--- src/rtl/sxl_pkg.sv ---
`timescale 1ns/1ps
package sxl_pkg;

  typedef enum logic [1:0] {
    SZ_B = 2'd0,
    SZ_H = 2'd1,
    SZ_W = 2'd2,
    SZ_D = 2'd3
  } sz_e;

  typedef struct packed {
    sz_e  size;
    logic sext;
    logic brev;
  } fmt_t;

  typedef enum logic [1:0] {
    ST_IDLE = 2'd0,
    ST_REQ  = 2'd1,
    ST_WAIT = 2'd2,
    ST_DONE = 2'd3
  } st_e;

endpackage

--- src/rtl/sxl_agen.sv ---
`timescale 1ns/1ps
module sxl_agen #(
  parameter int XLEN  = 64,
  parameter int SEL_W = 5,
  parameter int SC_W  = 2
) (
  input  logic [XLEN-1:0]  base_val,
  input  logic [XLEN-1:0]  index_val,
  input  logic [SEL_W-1:0] base_sel,
  input  logic [SC_W-1:0]  scale,
  input  logic             upd,
  output logic [XLEN-1:0]  ea
);
  localparam int SH_W = SC_W + 1;

  logic [SH_W-1:0] shamt;
  logic [XLEN-1:0] base_term;
  logic [XLEN-1:0] scaled;

  // register 0 reads as zero only in the non-update forms
  assign base_term = (!upd && base_sel == '0) ? '0 : base_val;
  assign shamt     = SH_W'(scale) + SH_W'(1);
  assign scaled    = index_val << shamt;
  assign ea        = base_term + scaled;

endmodule

--- src/rtl/sxl_legal.sv ---
`timescale 1ns/1ps
module sxl_legal
  import sxl_pkg::*;
#(
  parameter int SEL_W = 5
) (
  input  fmt_t             fmt,
  input  logic             upd,
  input  logic [SEL_W-1:0] base_sel,
  input  logic [SEL_W-1:0] dest_sel,
  output logic             bad
);
  logic form_bad;
  logic upd_bad;

  assign form_bad = (fmt.size == SZ_B && (fmt.sext || fmt.brev)) ||
                    (fmt.sext && fmt.brev);
  assign upd_bad  = upd && (base_sel == '0 || base_sel == dest_sel);
  assign bad      = form_bad || upd_bad;

endmodule

--- src/rtl/sxl_format.sv ---
`timescale 1ns/1ps
module sxl_format
  import sxl_pkg::*;
#(
  parameter int XLEN = 64
) (
  input  fmt_t            fmt,
  input  logic [XLEN-1:0] raw,
  output logic [XLEN-1:0] result
);
  localparam int BYTES = XLEN / 8;
  localparam int NSZ   = $clog2(BYTES) + 1;

  logic [XLEN-1:0] zx_v [NSZ];
  logic [XLEN-1:0] sx_v [NSZ];
  logic [XLEN-1:0] rv_v [NSZ];

  for (genvar gs = 0; gs < NSZ; gs++) begin : g_sz
    localparam int NB = 1 << gs;
    logic [XLEN-1:0] swapped;

    always_comb begin
      swapped = '0;
      for (int b = 0; b < NB; b++) begin
        swapped[8*b +: 8] = raw[8*(NB-1-b) +: 8];
      end
    end
    assign rv_v[gs] = swapped;

    if (NB < BYTES) begin : g_ext
      assign zx_v[gs] = {{(XLEN-8*NB){1'b0}}, raw[8*NB-1:0]};
      assign sx_v[gs] = {{(XLEN-8*NB){raw[8*NB-1]}}, raw[8*NB-1:0]};
    end else begin : g_full
      assign zx_v[gs] = raw;
      assign sx_v[gs] = raw;
    end
  end

  always_comb begin
    if (fmt.brev)      result = rv_v[fmt.size];
    else if (fmt.sext) result = sx_v[fmt.size];
    else               result = zx_v[fmt.size];
  end

  // zero-extending paths leave everything above the access clear
  always_comb begin
    if (!fmt.sext && fmt.size != SZ_D) begin
      p_zero_fill_r5: assert ((result >> (8 << fmt.size)) == '0)
        else $error("upper bits not zero");
    end
  end

endmodule

--- src/rtl/sxl_ctrl.sv ---
`timescale 1ns/1ps
module sxl_ctrl
  import sxl_pkg::*;
(
  input  logic clk,
  input  logic rst_n,
  input  logic req_valid,
  input  logic bad,
  input  logic mem_req_ready,
  input  logic mem_rsp_valid,
  output logic req_ready,
  output logic accept,
  output logic mem_req_valid,
  output logic rsp_take,
  output logic done
);
  st_e st_q, st_d;

  assign req_ready     = (st_q == ST_IDLE);
  assign accept        = req_ready && req_valid;
  assign mem_req_valid = (st_q == ST_REQ);
  assign rsp_take      = (st_q == ST_WAIT) && mem_rsp_valid;
  assign done          = (st_q == ST_DONE);

  always_comb begin
    st_d = st_q;
    unique case (st_q)
      ST_IDLE: if (accept) st_d = bad ? ST_DONE : ST_REQ;
      ST_REQ:  if (mem_req_ready) st_d = ST_WAIT;
      ST_WAIT: if (mem_rsp_valid) st_d = ST_DONE;
      ST_DONE: st_d = ST_IDLE;
      default: st_d = ST_IDLE;
    endcase
  end

  always_ff @(posedge clk or negedge rst_n) begin
    if (!rst_n) st_q <= ST_IDLE;
    else        st_q <= st_d;
  end

  p_req_hold_r10: assert property (@(posedge clk) disable iff (!rst_n)
    mem_req_valid && !mem_req_ready |=> mem_req_valid)
    else $error("request dropped before acceptance");

  p_done_pulse_r11: assert property (@(posedge clk) disable iff (!rst_n)
    done |=> !done)
    else $error("done longer than one cycle");

  p_busy_after_issue_r11: assert property (@(posedge clk) disable iff (!rst_n)
    accept |=> !req_ready)
    else $error("ready while busy");

  p_done_then_ready_r11: assert property (@(posedge clk) disable iff (!rst_n)
    done |=> req_ready)
    else $error("not ready after done");

  p_illegal_fast_r12: assert property (@(posedge clk) disable iff (!rst_n)
    accept && bad |=> done)
    else $error("illegal op not completed next cycle");

endmodule

--- src/rtl/sxload_unit.sv ---
`timescale 1ns/1ps
module sxload_unit
  import sxl_pkg::*;
#(
  parameter int XLEN  = 64,
  parameter int SEL_W = 5,
  parameter int SC_W  = 2
) (
  input  logic             clk,
  input  logic             rst_n,
  input  logic             req_valid,
  output logic             req_ready,
  input  logic [XLEN-1:0]  base_val,
  input  logic [XLEN-1:0]  index_val,
  input  logic [SEL_W-1:0] base_sel,
  input  logic [SEL_W-1:0] dest_sel,
  input  logic [SC_W-1:0]  scale,
  input  logic [1:0]       size,
  input  logic             sext,
  input  logic             brev,
  input  logic             upd,
  output logic             mem_req_valid,
  input  logic             mem_req_ready,
  output logic [XLEN-1:0]  mem_addr,
  output logic [1:0]       mem_size,
  input  logic             mem_rsp_valid,
  input  logic [XLEN-1:0]  mem_rsp_data,
  output logic             done,
  output logic             illegal,
  output logic             dest_we,
  output logic [SEL_W-1:0] dest_idx,
  output logic [XLEN-1:0]  dest_data,
  output logic             base_we,
  output logic [SEL_W-1:0] base_idx,
  output logic [XLEN-1:0]  base_data
);
  fmt_t            fmt_in;
  fmt_t            fmt_q;
  logic [XLEN-1:0] ea;
  logic [XLEN-1:0] ea_q;
  logic [XLEN-1:0] fmt_out;
  logic [XLEN-1:0] res_q;
  logic [SEL_W-1:0] dsel_q, bsel_q;
  logic            bad, bad_q, upd_q;
  logic            accept, rsp_take;

  assign fmt_in = '{size: sz_e'(size), sext: sext, brev: brev};

  sxl_agen #(.XLEN(XLEN), .SEL_W(SEL_W), .SC_W(SC_W)) u_agen (
    .base_val (base_val),
    .index_val(index_val),
    .base_sel (base_sel),
    .scale    (scale),
    .upd      (upd),
    .ea       (ea)
  );

  sxl_legal #(.SEL_W(SEL_W)) u_legal (
    .fmt     (fmt_in),
    .upd     (upd),
    .base_sel(base_sel),
    .dest_sel(dest_sel),
    .bad     (bad)
  );

  sxl_ctrl u_ctrl (
    .clk          (clk),
    .rst_n        (rst_n),
    .req_valid    (req_valid),
    .bad          (bad),
    .mem_req_ready(mem_req_ready),
    .mem_rsp_valid(mem_rsp_valid),
    .req_ready    (req_ready),
    .accept       (accept),
    .mem_req_valid(mem_req_valid),
    .rsp_take     (rsp_take),
    .done         (done)
  );

  sxl_format #(.XLEN(XLEN)) u_fmt (
    .fmt   (fmt_q),
    .raw   (mem_rsp_data),
    .result(fmt_out)
  );

  always_ff @(posedge clk or negedge rst_n) begin
    if (!rst_n) begin
      ea_q   <= '0;
      fmt_q  <= '{size: SZ_B, sext: 1'b0, brev: 1'b0};
      upd_q  <= 1'b0;
      bad_q  <= 1'b0;
      dsel_q <= '0;
      bsel_q <= '0;
    end else if (accept) begin
      ea_q   <= ea;
      fmt_q  <= fmt_in;
      upd_q  <= upd;
      bad_q  <= bad;
      dsel_q <= dest_sel;
      bsel_q <= base_sel;
    end
  end

  always_ff @(posedge clk or negedge rst_n) begin
    if (!rst_n)        res_q <= '0;
    else if (rsp_take) res_q <= fmt_out;
  end

  assign mem_addr  = ea_q;
  assign mem_size  = fmt_q.size;
  assign illegal   = done && bad_q;
  assign dest_we   = done && !bad_q;
  assign base_we   = done && !bad_q && upd_q;
  assign dest_idx  = dsel_q;
  assign base_idx  = bsel_q;
  assign dest_data = res_q;
  assign base_data = ea_q;

  p_req_stable_r10: assert property (@(posedge clk) disable iff (!rst_n)
    mem_req_valid && !mem_req_ready |=> $stable(mem_addr) && $stable(mem_size))
    else $error("request fields moved while waiting");

  p_illegal_quiet_r4: assert property (@(posedge clk) disable iff (!rst_n)
    illegal |-> !dest_we && !base_we)
    else $error("write during illegal completion");

  p_base_with_dest_r3: assert property (@(posedge clk) disable iff (!rst_n)
    base_we |-> dest_we)
    else $error("base write without target write");

  p_rsp_to_done_r12: assert property (@(posedge clk) disable iff (!rst_n)
    rsp_take |=> done && !illegal)
    else $error("response not completed next cycle");

endmodule

--- config.mk ---
export PLATFORM = sky130hd
export DESIGN_NAME = sxload_unit
export DESIGN_NICKNAME = d
export VERILOG_FILES = /design/src/rtl/sxl_pkg.sv /design/src/rtl/sxl_agen.sv /design/src/rtl/sxl_legal.sv /design/src/rtl/sxl_format.sv /design/src/rtl/sxl_ctrl.sv /design/src/rtl/sxload_unit.sv
export SDC_FILE = /design/constraint.sdc
export NUM_CORES = 1
export LEC_CHECK = 0
export ABC_AREA = 1
export BUFFER_PORTS_ARGS = -buffer_cell sky130_fd_sc_hd__buf_2
export CAP_MARGIN = 10
export CORE_UTILIZATION = 35
export CTS_CLUSTER_DIAMETER = 50
export DETAILED_ROUTE_END_ITERATION = 8
export GPL_TIMING_DRIVEN = 0
export SYNTH_ARGS = -nofsm -noshare
export SYNTH_HDL_FRONTEND = slang
export SYNTH_SLANG_ARGS = --single-unit
--- constraint.sdc ---
create_clock -name clk -period 3.3 [get_ports clk]
set_input_delay 0.66 -clock clk [delete_from_list [all_inputs] [get_ports clk]]
set_output_delay 0.66 -clock clk [all_outputs]
set_load 0.05 [all_outputs]
==> metrics.txt <==
status=finished clean; row count=77; switching power share of the total=59.8%; multi-input logic area=0.0105 mm2; Detailed Route WL=68,200 um; Hold WC Path Type=in2async; area leader, netlist=nand2_1; worst path bufs/invs=9; TritonCTS clock tree=done; worst-skew pair later-pin latency=0.44 ns; Setup crit end kind=flip-flop; RR Startpoint=u_ctrl.st_q[0]; CTS root buf=clkbuf_16; DP Cell Count=3,815; final worst setup slack=0.119 ns; cell count after synthesis=2,799; number of I/O pins=424; fraction of layout cells with a size suffix above 1=26.5%; final layout net count=3,571; final period utilization=96.4%; CTS hold repair buffers=0; skew final=0.0119 ns; crit path kind=in2reg; post-route cell area=0.0206 mm2; gr usage total=a little under 30%; first-pass GRT wire length=103,000 um; FF-to-FF setup slack=roughly 0.93 ns; syn_area_per_cell=roughly 5.7 um2; CP Data Arrival Time=roughly 3.5 ns; remaining routing DRC violations=0; register area=0.00365 mm2; relative slew slack=39.5%; sequential share of the synthesized area=23.0%; H-tree depth=4; largest net degree at the start of global routing=83; Worst IR Drop VDD=roughly 0.62 mV; slowest library cell on the worst path=ha_2; Clock Pin Slew Worst Setup and Hold Paths=0.06 ns; FF-to-FF End=base_data[32]; Clock Power Share=a little over a tenth; Max Clk Rate=314 MHz; Crit path max-delay family=buffers and inverters; # Max-Cap Violations=0; grt met3 use=2.69%; pwr/cell area=864 mW/mm2; dpl cell area=approximately 0.019 mm2; RD Place Congestion=1.01; Yosys Warn Count=0; detailed placement HPWL=57,400 um; max-slew violations=0; final hold vios=0; routed len/inst=17.5 um; Iter 0 DRT Violations=1,531; R2R depth=7; clock buffer depth=2; Top FF cell, synth=dfrtp_1; Die Span Y=215 um; crit-path max cell delay=0.33 ns; initial antenna violation count=0; fin cells=approximately 3,900; combinational share of power=69.8%; crit-path cells=buf_2 -> ha_2 -> buf_6 -> inv_4 -> buf_6 -> buf_8 -> nand3_1 -> nand2_1 -> o21ai_2 -> ha_1 -> buf_4 -> nand2_1 -> nand2_1 -> inv_1 -> nand2_1 -> inv_1 -> nand2_1 -> a21oi_1 -> nand2_2 -> buf_4 -> xnor2_1 -> o21ai_1; antenna-violating nets left=0; Port Buf Inserts=423; Flop pwr share=19.4%; GR peak layer=met2; Post-Syn Area=0.0159 mm2; core area=0.0445 mm2; most used cell along the critical path=nand2_1; Async SR Flop Fraction=100%; DR pass1 iterations=8; CTS buffer count=17; top cells by area, synth=nand2_1 24%, dfrtp_1 23%, inv_1 10%; Post-synth EDFFs=0; total power=0.0178 W; Starting Density=35.7%; # diodes=0; met1 GRT Util=between 30 and 40%; Worst-Margin Slew=0.896 ns; via count=19,300; net switching power=0.0107 W; top cell type's share of synthesized area=23.9%; Internal=0.00717 W; Hold Worst Slack=0.289 ns; setup violators final=0; die area=approximately 0.046 mm2; vias per inst=4.95; Place WS=-1.01 ns; Synth cell types=45; area delta synth->final=30.0%; vias in the first global route=18,000; crit path max fanout=10; crit path time final=3.18 ns; # clock sinks=146; fillcell total=4,988; startpoint types=primary input; met2 usage=approximately half; grt ovf=0; Die X=approximately 220 um; WP data required=between 3 and 4 ns; Lkg Pwr=11.9 nW; Seq cells post-synth=146; Synth Net Count=3,082
[how the worst max path moves through the flow]
stage	slack [ns]	start	end	depth (start not counted)
6_report	0.12	scale[0]	base_data[25]	22
3_3_place_gp	-1.0	scale[0]	base_data[48]	19
3_5_place_dp	-1.01	scale[0]	base_data[56]	19
2_1_floorplan	0.07	scale[0]	base_data[20]	20
4_1_cts	-0.01	scale[0]	base_data[57]	18
5_1_grt	-0.04	scale[0]	base_data[25]	22
[power by group through the flow]
stage          registers (W)  clock network, W  logic (W)
3_5_place_dp         0.00350                 0     0.0119
4_1_cts              0.00347           0.00196     0.0120
6_report             0.00346           0.00193     0.0125
2_1_floorplan        0.00603                 0    0.00603
3_3_place_gp         0.00349                 0     0.0119
5_1_grt              0.00356           0.00203     0.0133
[sequential cells by signal, indices dropped and copies added (netlist names)]
name	count
base_data	64
upd_q	1
bad_q	1
dest_data	64
u_ctrl.st_q	2
dest_idx	5
base_idx	5
fmt_q	2
mem_size	2
[layer usage]
metal	share of wire, %	up-vias	wire (um)
li1	-	9659	-
met1	44	8698	29800
met2	46	802	31600
met4	3.6	0	2490
met3	6.2	112	4250
met5	0	-	0
[Yosys cell counts (all sizes together), types with 8 or more instances]
library cell,number
nand3b,8
nand2,1028
nor2,258
nor3,19
a21oi,119
inv,443
buf,106
o21ai,167
nand4,21
xnor2,27
a31oi,22
clkbuf,65
ha,68
o311ai,15
nand3,245
dfrtp,146
[metrics by stage]
stage               TNS [ns]  util, %
global placement     -150.70     42.1
floorplan                  0        -
detailed placement    -42.98     42.2
finish                     0     46.4
CTS                  -0.0106     44.1
global route          -0.261     46.4
[final cells by class]
class                      instances  area share, %
clock inverter                    12          0.654
sequential                       146           17.7
buffer                           171           5.04
timing repair buffer             470           12.1
inverter                         447           8.16
tap                              592           3.59
multi-input combinational       2035           50.7
clock buffer                      20           2.11
[kinds of logic after synthesis]
logic type	Yosys count	synth area share, %
AND/OR/NAND/NOR	1589	41.4
buffers and inverters	618	16.5
multiplexers	6	0.378
flip-flops	146	23.0
adder cells (fa/ha/maj)	69	5.48
XOR/XNOR	30	1.65
AO/OA/AOI/OAI	341	11.7
[what timing repair did]
action	4_1_cts	5_1_grt
setup endpoints to repair	53	48
pin swaps	19	61
cloned	1	1
gates resized for setup	74	284
buffers inserted	13	31
[worst reg2reg max path, cell delays in order (launching register included)]
cell	delay, ns
dfrtp_1	0.38
inv_1	0.09
ha_1	0.26
nand2_1	0.28
clkbuf_1	0.58
clkbuf_1	0.51
nand2_1	0.12
nand2_1	0.09
[placed cells by master (no fill, tap or decap), drive strengths merged]
master / instances
buf: 575
fa: 1
nand3: 245
a211oi: 1
o2111ai: 5
a21boi: 1
mux2i: 6
o21ai: 167
and3: 1
a21oi: 119
nor2: 258
o22ai: 1
o31ai: 1
clkinvlp: 4
o211ai: 5
o311ai: 15
dfrtp: 146
or2: 4
and2: 1
nand4: 21
xnor2: 27
o21bai: 2
a31oi: 22
ha: 68
nand2: 1028
inv: 444
nand3b: 8
xor2: 3
bufinv: 2
clkbuf: 86
clkinv: 9
a22oi: 2
nor4: 4
nor3: 19
(Power assumes the default switching activity.)
